[src/rtl/lcs_pkg.sv]
package lcs_pkg;
  localparam int DEF_FIELDS   = 3;
  localparam int DEF_FIELD_W  = 3;
  localparam int DEF_ENTRIES  = 16;
  localparam int DEF_ACT_W    = 4;
  localparam int DEF_FIT_W    = 8;
  localparam int LEARN_SHIFT  = 2;
endpackage

[src/rtl/lcs_rule_store.sv]
module lcs_rule_store #(
  parameter int ENTRIES = 16,
  parameter int COND_W  = 9,
  parameter int ACT_W   = 4,
  parameter int FIT_W   = 8,
  localparam int IDX_W  = $clog2(ENTRIES)
) (
  input  logic                            clk,
  input  logic                            rst_n,
  input  logic                            load_en,
  input  logic [IDX_W-1:0]                load_addr,
  input  logic [COND_W-1:0]               load_val,
  input  logic [COND_W-1:0]               load_care,
  input  logic [ACT_W-1:0]                load_act,
  input  logic [FIT_W-1:0]                load_fit,
  input  logic                            upd_en,
  input  logic [IDX_W-1:0]                upd_idx,
  input  logic [FIT_W-1:0]                upd_fit,
  output logic [ENTRIES-1:0]              ent_vld,
  output logic [ENTRIES-1:0][COND_W-1:0]  ent_val,
  output logic [ENTRIES-1:0][COND_W-1:0]  ent_care,
  output logic [ENTRIES-1:0][ACT_W-1:0]   ent_act,
  output logic [ENTRIES-1:0][FIT_W-1:0]   ent_fit
);

  for (genvar g = 0; g < ENTRIES; g++) begin : g_slot
    logic hit_load, hit_upd;
    assign hit_load = load_en && (load_addr == IDX_W'(g));
    assign hit_upd  = upd_en  && (upd_idx  == IDX_W'(g));

    always_ff @(posedge clk) begin
      if (!rst_n) begin
        ent_vld[g]  <= 1'b0;
        ent_val[g]  <= '0;
        ent_care[g] <= '0;
        ent_act[g]  <= '0;
        ent_fit[g]  <= '0;
      end else if (hit_load) begin
        // a load wins over a reward aimed at the same slot
        ent_vld[g]  <= 1'b1;
        ent_val[g]  <= load_val;
        ent_care[g] <= load_care;
        ent_act[g]  <= load_act;
        ent_fit[g]  <= load_fit;
      end else if (hit_upd) begin
        ent_fit[g]  <= upd_fit;
      end
    end
  end

  assert_load_lands_R2: assert property (@(posedge clk) disable iff (!rst_n)
    load_en |=> ent_vld[$past(load_addr)] && ent_act[$past(load_addr)] == $past(load_act)
                && ent_care[$past(load_addr)] == $past(load_care));

  assert_load_beats_reward_R9: assert property (@(posedge clk) disable iff (!rst_n)
    (load_en && upd_en && load_addr == upd_idx) |=> ent_fit[$past(load_addr)] == $past(load_fit));

endmodule

[src/rtl/lcs_match_select.sv]
module lcs_match_select #(
  parameter int ENTRIES = 16,
  parameter int COND_W  = 9,
  parameter int ACT_W   = 4,
  parameter int FIT_W   = 8,
  localparam int IDX_W  = $clog2(ENTRIES)
) (
  input  logic                            clk,
  input  logic                            rst_n,
  input  logic [COND_W-1:0]               sample,
  input  logic [ENTRIES-1:0]              ent_vld,
  input  logic [ENTRIES-1:0][COND_W-1:0]  ent_val,
  input  logic [ENTRIES-1:0][COND_W-1:0]  ent_care,
  input  logic [ENTRIES-1:0][ACT_W-1:0]   ent_act,
  input  logic [ENTRIES-1:0][FIT_W-1:0]   ent_fit,
  output logic                            hit,
  output logic [IDX_W-1:0]                win_idx,
  output logic [ACT_W-1:0]                win_act,
  output logic [FIT_W-1:0]                win_fit
);

  logic [ENTRIES-1:0] match_vec;

  for (genvar g = 0; g < ENTRIES; g++) begin : g_cmp
    // ternary compare: only cared bits must agree
    assign match_vec[g] = ent_vld[g] && (((sample ^ ent_val[g]) & ent_care[g]) == '0);
  end

  always_comb begin
    hit     = 1'b0;
    win_idx = '0;
    win_fit = '0;
    for (int i = 0; i < ENTRIES; i++) begin
      // strict compare keeps the lowest index on a tie
      if (match_vec[i] && (!hit || ent_fit[i] > win_fit)) begin
        hit     = 1'b1;
        win_idx = IDX_W'(i);
        win_fit = ent_fit[i];
      end
    end
    win_act = hit ? ent_act[win_idx] : '0;
  end

  assert_winner_matches_R4: assert property (@(posedge clk) disable iff (!rst_n)
    hit |-> match_vec[win_idx] && ent_vld[win_idx]);

  assert_winner_top_fit_R4: assert property (@(posedge clk) disable iff (!rst_n)
    hit |-> ent_fit[win_idx] == win_fit);

endmodule

[src/rtl/lcs_fitness_update.sv]
module lcs_fitness_update #(
  parameter int FIT_W = 8,
  parameter int SHIFT = 2
) (
  input  logic [FIT_W-1:0]        old_fit,
  input  logic signed [FIT_W-1:0] reward,
  output logic [FIT_W-1:0]        new_fit
);

  localparam int W = FIT_W + 2;
  localparam logic signed [W-1:0] MAXV = {2'b00, {FIT_W{1'b1}}};

  logic signed [W-1:0] old_s, rew_s, diff, step, sum;

  always_comb begin
    old_s = {2'b00, old_fit};
    rew_s = {{2{reward[FIT_W-1]}}, reward};
    diff  = rew_s - old_s;
    step  = diff >>> SHIFT;
    sum   = old_s + step;
    if (sum < 0)         new_fit = '0;
    else if (sum > MAXV) new_fit = '1;
    else                 new_fit = sum[FIT_W-1:0];
  end

endmodule

[src/rtl/lcs_rule_table.sv]
module lcs_rule_table #(
  parameter int FIELDS  = lcs_pkg::DEF_FIELDS,
  parameter int FIELD_W = lcs_pkg::DEF_FIELD_W,
  parameter int ENTRIES = lcs_pkg::DEF_ENTRIES,
  parameter int ACT_W   = lcs_pkg::DEF_ACT_W,
  parameter int FIT_W   = lcs_pkg::DEF_FIT_W,
  localparam int COND_W = FIELDS * FIELD_W,
  localparam int IDX_W  = $clog2(ENTRIES)
) (
  input  logic                     clk,
  input  logic                     rst_n,
  input  logic                     mon_valid,
  output logic                     mon_ready,
  input  logic [COND_W-1:0]        mon_level,
  output logic                     act_valid,
  input  logic                     act_ready,
  output logic [ACT_W-1:0]         act_code,
  output logic                     act_nomatch,
  output logic [IDX_W-1:0]         act_rule,
  output logic [FIT_W-1:0]         act_fit,
  input  logic                     rew_valid,
  input  logic signed [FIT_W-1:0]  rew_value,
  input  logic                     load_en,
  input  logic [IDX_W-1:0]         load_addr,
  input  logic [COND_W-1:0]        load_val,
  input  logic [COND_W-1:0]        load_care,
  input  logic [ACT_W-1:0]         load_act,
  input  logic [FIT_W-1:0]         load_fit
);

  logic [ENTRIES-1:0]              ent_vld;
  logic [ENTRIES-1:0][COND_W-1:0]  ent_val;
  logic [ENTRIES-1:0][COND_W-1:0]  ent_care;
  logic [ENTRIES-1:0][ACT_W-1:0]   ent_act;
  logic [ENTRIES-1:0][FIT_W-1:0]   ent_fit;

  logic             hit;
  logic [IDX_W-1:0] win_idx;
  logic [ACT_W-1:0] win_act;
  logic [FIT_W-1:0] win_fit;

  logic             last_ok;
  logic             ever_issued;
  logic [IDX_W-1:0] last_idx;
  logic             upd_en;
  logic [FIT_W-1:0] upd_fit;
  logic             accept;

  assign mon_ready = !act_valid || act_ready;
  assign accept    = mon_valid && mon_ready;
  assign upd_en    = rew_valid && last_ok;

  lcs_rule_store #(
    .ENTRIES(ENTRIES), .COND_W(COND_W), .ACT_W(ACT_W), .FIT_W(FIT_W)
  ) store_i (
    .clk(clk), .rst_n(rst_n),
    .load_en(load_en), .load_addr(load_addr), .load_val(load_val),
    .load_care(load_care), .load_act(load_act), .load_fit(load_fit),
    .upd_en(upd_en), .upd_idx(last_idx), .upd_fit(upd_fit),
    .ent_vld(ent_vld), .ent_val(ent_val), .ent_care(ent_care),
    .ent_act(ent_act), .ent_fit(ent_fit)
  );

  lcs_match_select #(
    .ENTRIES(ENTRIES), .COND_W(COND_W), .ACT_W(ACT_W), .FIT_W(FIT_W)
  ) select_i (
    .clk(clk), .rst_n(rst_n), .sample(mon_level),
    .ent_vld(ent_vld), .ent_val(ent_val), .ent_care(ent_care),
    .ent_act(ent_act), .ent_fit(ent_fit),
    .hit(hit), .win_idx(win_idx), .win_act(win_act), .win_fit(win_fit)
  );

  lcs_fitness_update #(
    .FIT_W(FIT_W), .SHIFT(lcs_pkg::LEARN_SHIFT)
  ) learn_i (
    .old_fit(ent_fit[last_idx]), .reward(rew_value), .new_fit(upd_fit)
  );

  always_ff @(posedge clk) begin
    if (!rst_n) begin
      act_valid   <= 1'b0;
      act_code    <= '0;
      act_nomatch <= 1'b0;
      act_rule    <= '0;
      act_fit     <= '0;
      last_idx    <= '0;
      last_ok     <= 1'b0;
      ever_issued <= 1'b0;
    end else if (accept) begin
      act_valid   <= 1'b1;
      act_code    <= win_act;
      act_nomatch <= !hit;
      act_rule    <= hit ? win_idx : '0;
      act_fit     <= hit ? win_fit : '0;
      last_idx    <= win_idx;
      last_ok     <= hit;
      ever_issued <= 1'b1;
    end else if (act_ready) begin
      act_valid   <= 1'b0;
    end
  end

  assert_hold_under_stall_R6: assert property (@(posedge clk) disable iff (!rst_n)
    (act_valid && !act_ready) |=> act_valid && $stable(act_code) && $stable(act_rule)
                                  && $stable(act_fit) && $stable(act_nomatch));

  assert_nomatch_zero_R5: assert property (@(posedge clk) disable iff (!rst_n)
    (act_valid && act_nomatch) |-> act_code == '0 && act_fit == '0);

  assert_valid_after_issue_R1: assert property (@(posedge clk) disable iff (!rst_n)
    (act_valid || last_ok) |-> ever_issued);

  assert_stall_blocks_input_R6: assert property (@(posedge clk) disable iff (!rst_n)
    (act_valid && !act_ready && mon_valid) |=> $stable(act_rule));

endmodule

[config.mk]
export PLATFORM = sky130hd
export DESIGN_NAME = lcs_rule_table
export DESIGN_NICKNAME = d
export VERILOG_FILES = /design/src/rtl/lcs_pkg.sv /design/src/rtl/lcs_rule_store.sv /design/src/rtl/lcs_match_select.sv /design/src/rtl/lcs_fitness_update.sv /design/src/rtl/lcs_rule_table.sv
export SDC_FILE = /design/constraint.sdc
export NUM_CORES = 2
export LEC_CHECK = 0
export ABC_AREA = 1
export CORE_ASPECT_RATIO = 1.2
export CORE_MARGIN = 1
export CORE_UTILIZATION = 60
export DETAILED_ROUTE_END_ITERATION = 7
export DONT_BUFFER_PORTS = 1
export PLACE_DENSITY = 0.84
export SLEW_MARGIN = 20
export SYNTH_ARGS = -nofsm -noshare
export SYNTH_HDL_FRONTEND = slang
export SYNTH_SLANG_ARGS = --single-unit
[constraint.sdc]
create_clock -name clk -period 72.7 [get_ports clk]
set_input_delay 10.905 -clock clk [delete_from_list [all_inputs] [get_ports clk]]
set_output_delay 10.905 -clock clk [all_outputs]
set_load 0.05 [all_outputs]
==> results by group <==
Synthesis
  • Cells after Synth: 4,159
  • Combinational family with the most area after synthesis: simple AND/OR/NAND/NOR gates
  • Top FF cell, synth: dfxtp_1
  • Number of enable flip-flop cells after synthesis: 0
  • YS warnings: 0
  • Post-synthesis sequential area ratio: 37.4%
  • Post-synthesis compound-gate area fraction: 18.7%
  • Synth Cell Area: 27,800 µm²
  • Syn Area/Cell: 6.68 µm²
  • Xor/xnor share of the synthesized area: 1.55%
  • #FFs+latches synth: 519
  • Post-synthesis simple-gate area fraction: 29.9%
  • Asr flop ratio synth: 0%
  • Multiplexer share of the synthesized area: 0%
  • Cell variety after synth: 51
  • Synth Area in Adders: 5.93%
  • Synthesized Nets: 4,347

Layout
  • Multi-input logic area: 15,600 µm²
  • Register area: 10,400 µm²
  • P&R area growth vs syn: 6.94%
  • Final Net Count: 4,188
  • Finished Cell Area: 29,700 µm²
  • Layout cell share with drive strength beyond 1: 5.12%
  • Non-Filler Instances: 4,659
  • Diodes inserted: 0
  • Fill cell count: 4,032

Pwr
  • Static Leak: 12.8 nW
  • Overall power: 0.712 mW
  • Pwr dens: 24.0 nW/µm²
  • Maximum vdd ir drop: 19.2 µV

Min path
  • Hold Crit Class: register to register

Place
  • Post-Place Cells: 4,562
  • Setup slack at placement: 37,910 ps
  • Final HPWL DP: 60,000 µm
  • Gpl congestion: 1.00
  • IO Port Bufs: 0
  • DP Area: 27,900 µm²

Drt
  • Initial DRT Pass Iterations: 8
  • DRC errors left: 3
  • Antenna Violating Nets Remaining: 0
  • Routed WL: 89,200 µm
  • Via density: 6.06
  • Detailed Route Iter0 Violations: 3,545
  • Via count: 28,200
  • Wire length per cell: 19.2 µm

STA
  • Final clock skew: 16.9 ps
  • Final worst path period need: 34,650 ps
  • Final worst slack: 38,050 ps
  • Slew Limit Headroom: 22.8%
  • Setup TNS: 0 ps
  • Final hold vios: 0
  • Final Cycle Share: 47.7%
  • Max Fclk: 28.9 MHz
  • Max Slew Vio Count: 0
  • RSZ-0062 raised after global routing: false
  • Slew @ Worst Pin: 1160 ps
  • Setup Viol. Count Final: 0

Clock tree
  • CTS Hold Bufs: 0
  • Post-CTS Setup Bufs: 0
  • Post-CTS resize count: 0
  • TritonCTS clock tree: yes
  • Clock root buffer: clkbuf_16
  • H-tree levels: 2
  • Num CTS Buffers: 52
  • Max Root-Sink Buffers: 3
  • CTS Sinks: 519
  • Clock Latency Late Sink: 590 ps
  • Clock Pin Slew Worst Setup and Hold Paths: 60 ps

Worst setup path
  • Largest stage delay, worst path: 580 ps
  • CP Launch Type: input pin
  • Reg-to-reg endpoint: act_code[3]$_SDFFE_PN0P_
  • Delay-heaviest family, CP: simple AND/OR/NAND/NOR gates
  • Critical Path AT: 35,190 ps
  • Cells on worst reg2reg path: 164
  • Worst path slowest cell: nand2_1
  • CP startpoint: mon_level[3]
  • Cell mode on critical path: nand2_1
  • Flop-to-flop setup slack: 48,010 ps
  • CP Max Fanout: 34
  • Critical path class: input pin to register
  • CP required: 73,230 ps
  • Critical Path Stages: 163
  • Critical path destination: act_code[3]$_SDFFE_PN0P_
  • RR Startpoint: store_i.ent_val[0]$_SDFFE_PN0P_
  • Buf+Inv Stages, Crit Path: 11
  • Endpoint class of the critical path: register

Die
  • Placement row count: 86
  • Ports: 76
  • Core box area: 45,800 µm²
  • Die W: 198 µm
  • Die H: 238 µm
  • Initial core utilization: 60.6%
  • Die area: 47,100 µm²

Outcome
  • Failing checks: design-rule violations
  • Result of the run: complete, but fails checks

GRT
  • Global routing usage on met2: 60.0%
  • First-pass GRT wire length: 140,000 µm
  • Global route hottest layer: met2
  • Total Routing Usage GR: 37.4%
  • Initial antenna violation count: 0
  • Total grt overflow: 0
  • Number of global-route vias before repair: 25,900
  • Pin count of the biggest net entering global routing: 367
  • M1 GR Usage: 45.2%
  • Met3 usage: 7.36%

Job
  • Max_cap viols: 0
[worst reg2reg max path: cells and delay by family (launching register included)]
| family | cells | cell delay [ps] |
|---|---|---|
| compound gates | 47 | 8170 |
| simple gates | 91 | 10010 |
| fa+ha+maj | 15 | 4750 |
| buf+inv | 11 | 1270 |
| flops | 1 | 350 |
[Yosys cell counts (5+ instances only)]
cell      instances  area share (%)
a221oi_1         13            0.41
nand2_1         975              13
nand2_4           5            0.20
o21bai_1          9            0.24
buf_4             8            0.22
nand4_1          33            0.74
o21ai_2          18            0.57
clkinv_1          6           0.081
buf_2            13            0.23
o21ai_1           9            0.16
o21ai_0         495             8.9
nand3_1         168             3.0
o21a_1            9            0.24
o22ai_1          61             1.4
dfxtp_1         519              37
a211oi_1          7            0.19
clkbuf_1        216             2.9
buf_1             9            0.12
a22oi_1          18            0.49
inv_1           199             2.7
xor2_1           46             1.5
nand2_2          12            0.27
or2_2            21            0.47
ha_1            130             5.9
nand3b_1          5            0.14
nor2_1          824              11
o211ai_1         12            0.32
a21oi_1         124             2.2
nor3_1           15            0.27
a31oi_1         132             3.0
[where the power goes]
group          internal, mW  switching, mW  leakage, nW
clock                 0.171          0.119        0.895
combinational        0.0394         0.0847         7.72
sequential            0.291        0.00704         4.20
total                 0.501          0.211         12.8
[cell type report]
| cell class | instances | area share, % |
|---|---|---|
| clock inverters | 28 | 1.24 |
| repair buffers | 36 | 0.910 |
| well taps | 616 | 2.60 |
| inverters | 209 | 2.65 |
| flip-flops and latches | 519 | 35.0 |
| multi-input cells | 3182 | 52.7 |
| clock buffers | 69 | 4.94 |
[per-stage QoR]
stage	hold WS, ps	utilization [%]
floorplan	430	-
global placement	440	60.8
detailed placement	446	60.8
CTS	456	64.8
global route	482	64.8
finish	455	64.8
[layout by cell type (no fill, tap or decap), types with 9 or more instances in the layout]
master and instances:
a221oi_1 13, buf_4 36, o21a_1 9, a31oi_1 132
dfxtp_1 519, a21oi_1 123, xor2_1 46, nor2_1 816
o21bai_1 9, clkbuf_16 53, o22ai_1 61, o21ai_0 495
clkinv_2 11, nor3_1 9, nand4_1 33, nand3_1 168
a22oi_1 18, ha_1 130, or2_2 21, nand2_2 12
o211ai_1 12, o21ai_2 18, inv_1 198, o21ai_1 9
nand2_1 975, nor2_2 9
[flip-flops by register name, summed over array words and instances (netlist names)]
register          flops
act_valid             1
store_i.ent_val     144
act_rule              4
last_idx              4
act_fit               8
act_nomatch           1
store_i.ent_care    144
last_ok               1
store_i.ent_fit     128
act_code              4
store_i.ent_act      64
store_i.ent_vld      16
[worst min path at each step]
stage | start | to | slack (ps) | cells after the start
3_3_place_gp | store_i.ent_act[46]$_SDFFE_PN0P_ | store_i.ent_act[46]$_SDFFE_PN0P_ | 440 | 2
6_report | store_i.ent_act[52]$_SDFFE_PN0P_ | store_i.ent_act[52]$_SDFFE_PN0P_ | 450 | 2
2_1_floorplan | store_i.ent_act[38]$_SDFFE_PN0P_ | store_i.ent_act[38]$_SDFFE_PN0P_ | 430 | 2
5_1_grt | store_i.ent_act[38]$_SDFFE_PN0P_ | store_i.ent_act[38]$_SDFFE_PN0P_ | 480 | 2
3_5_place_dp | store_i.ent_act[52]$_SDFFE_PN0P_ | store_i.ent_act[52]$_SDFFE_PN0P_ | 450 | 2
4_1_cts | store_i.ent_act[52]$_SDFFE_PN0P_ | store_i.ent_act[52]$_SDFFE_PN0P_ | 460 | 2
[metal layers]
metal | share of wire [%] | vias to the layer above
met5 | 0 | -
met4 | 7.3 | 0
met3 | 11 | 425
met2 | 45 | 1686
met1 | 37 | 12700
li1 | - | 13400
[logic make-up after synthesis]
| logic type | Yosys count |
|---|---|
| XOR/XNOR | 49 |
| flip-flops | 519 |
| buffers and inverters | 458 |
| AND/OR/NAND/NOR | 2076 |
| AO/OA/AOI/OAI | 926 |
| adder cells (fa/ha/maj) | 131 |
(Power assumes the default switching activity.)
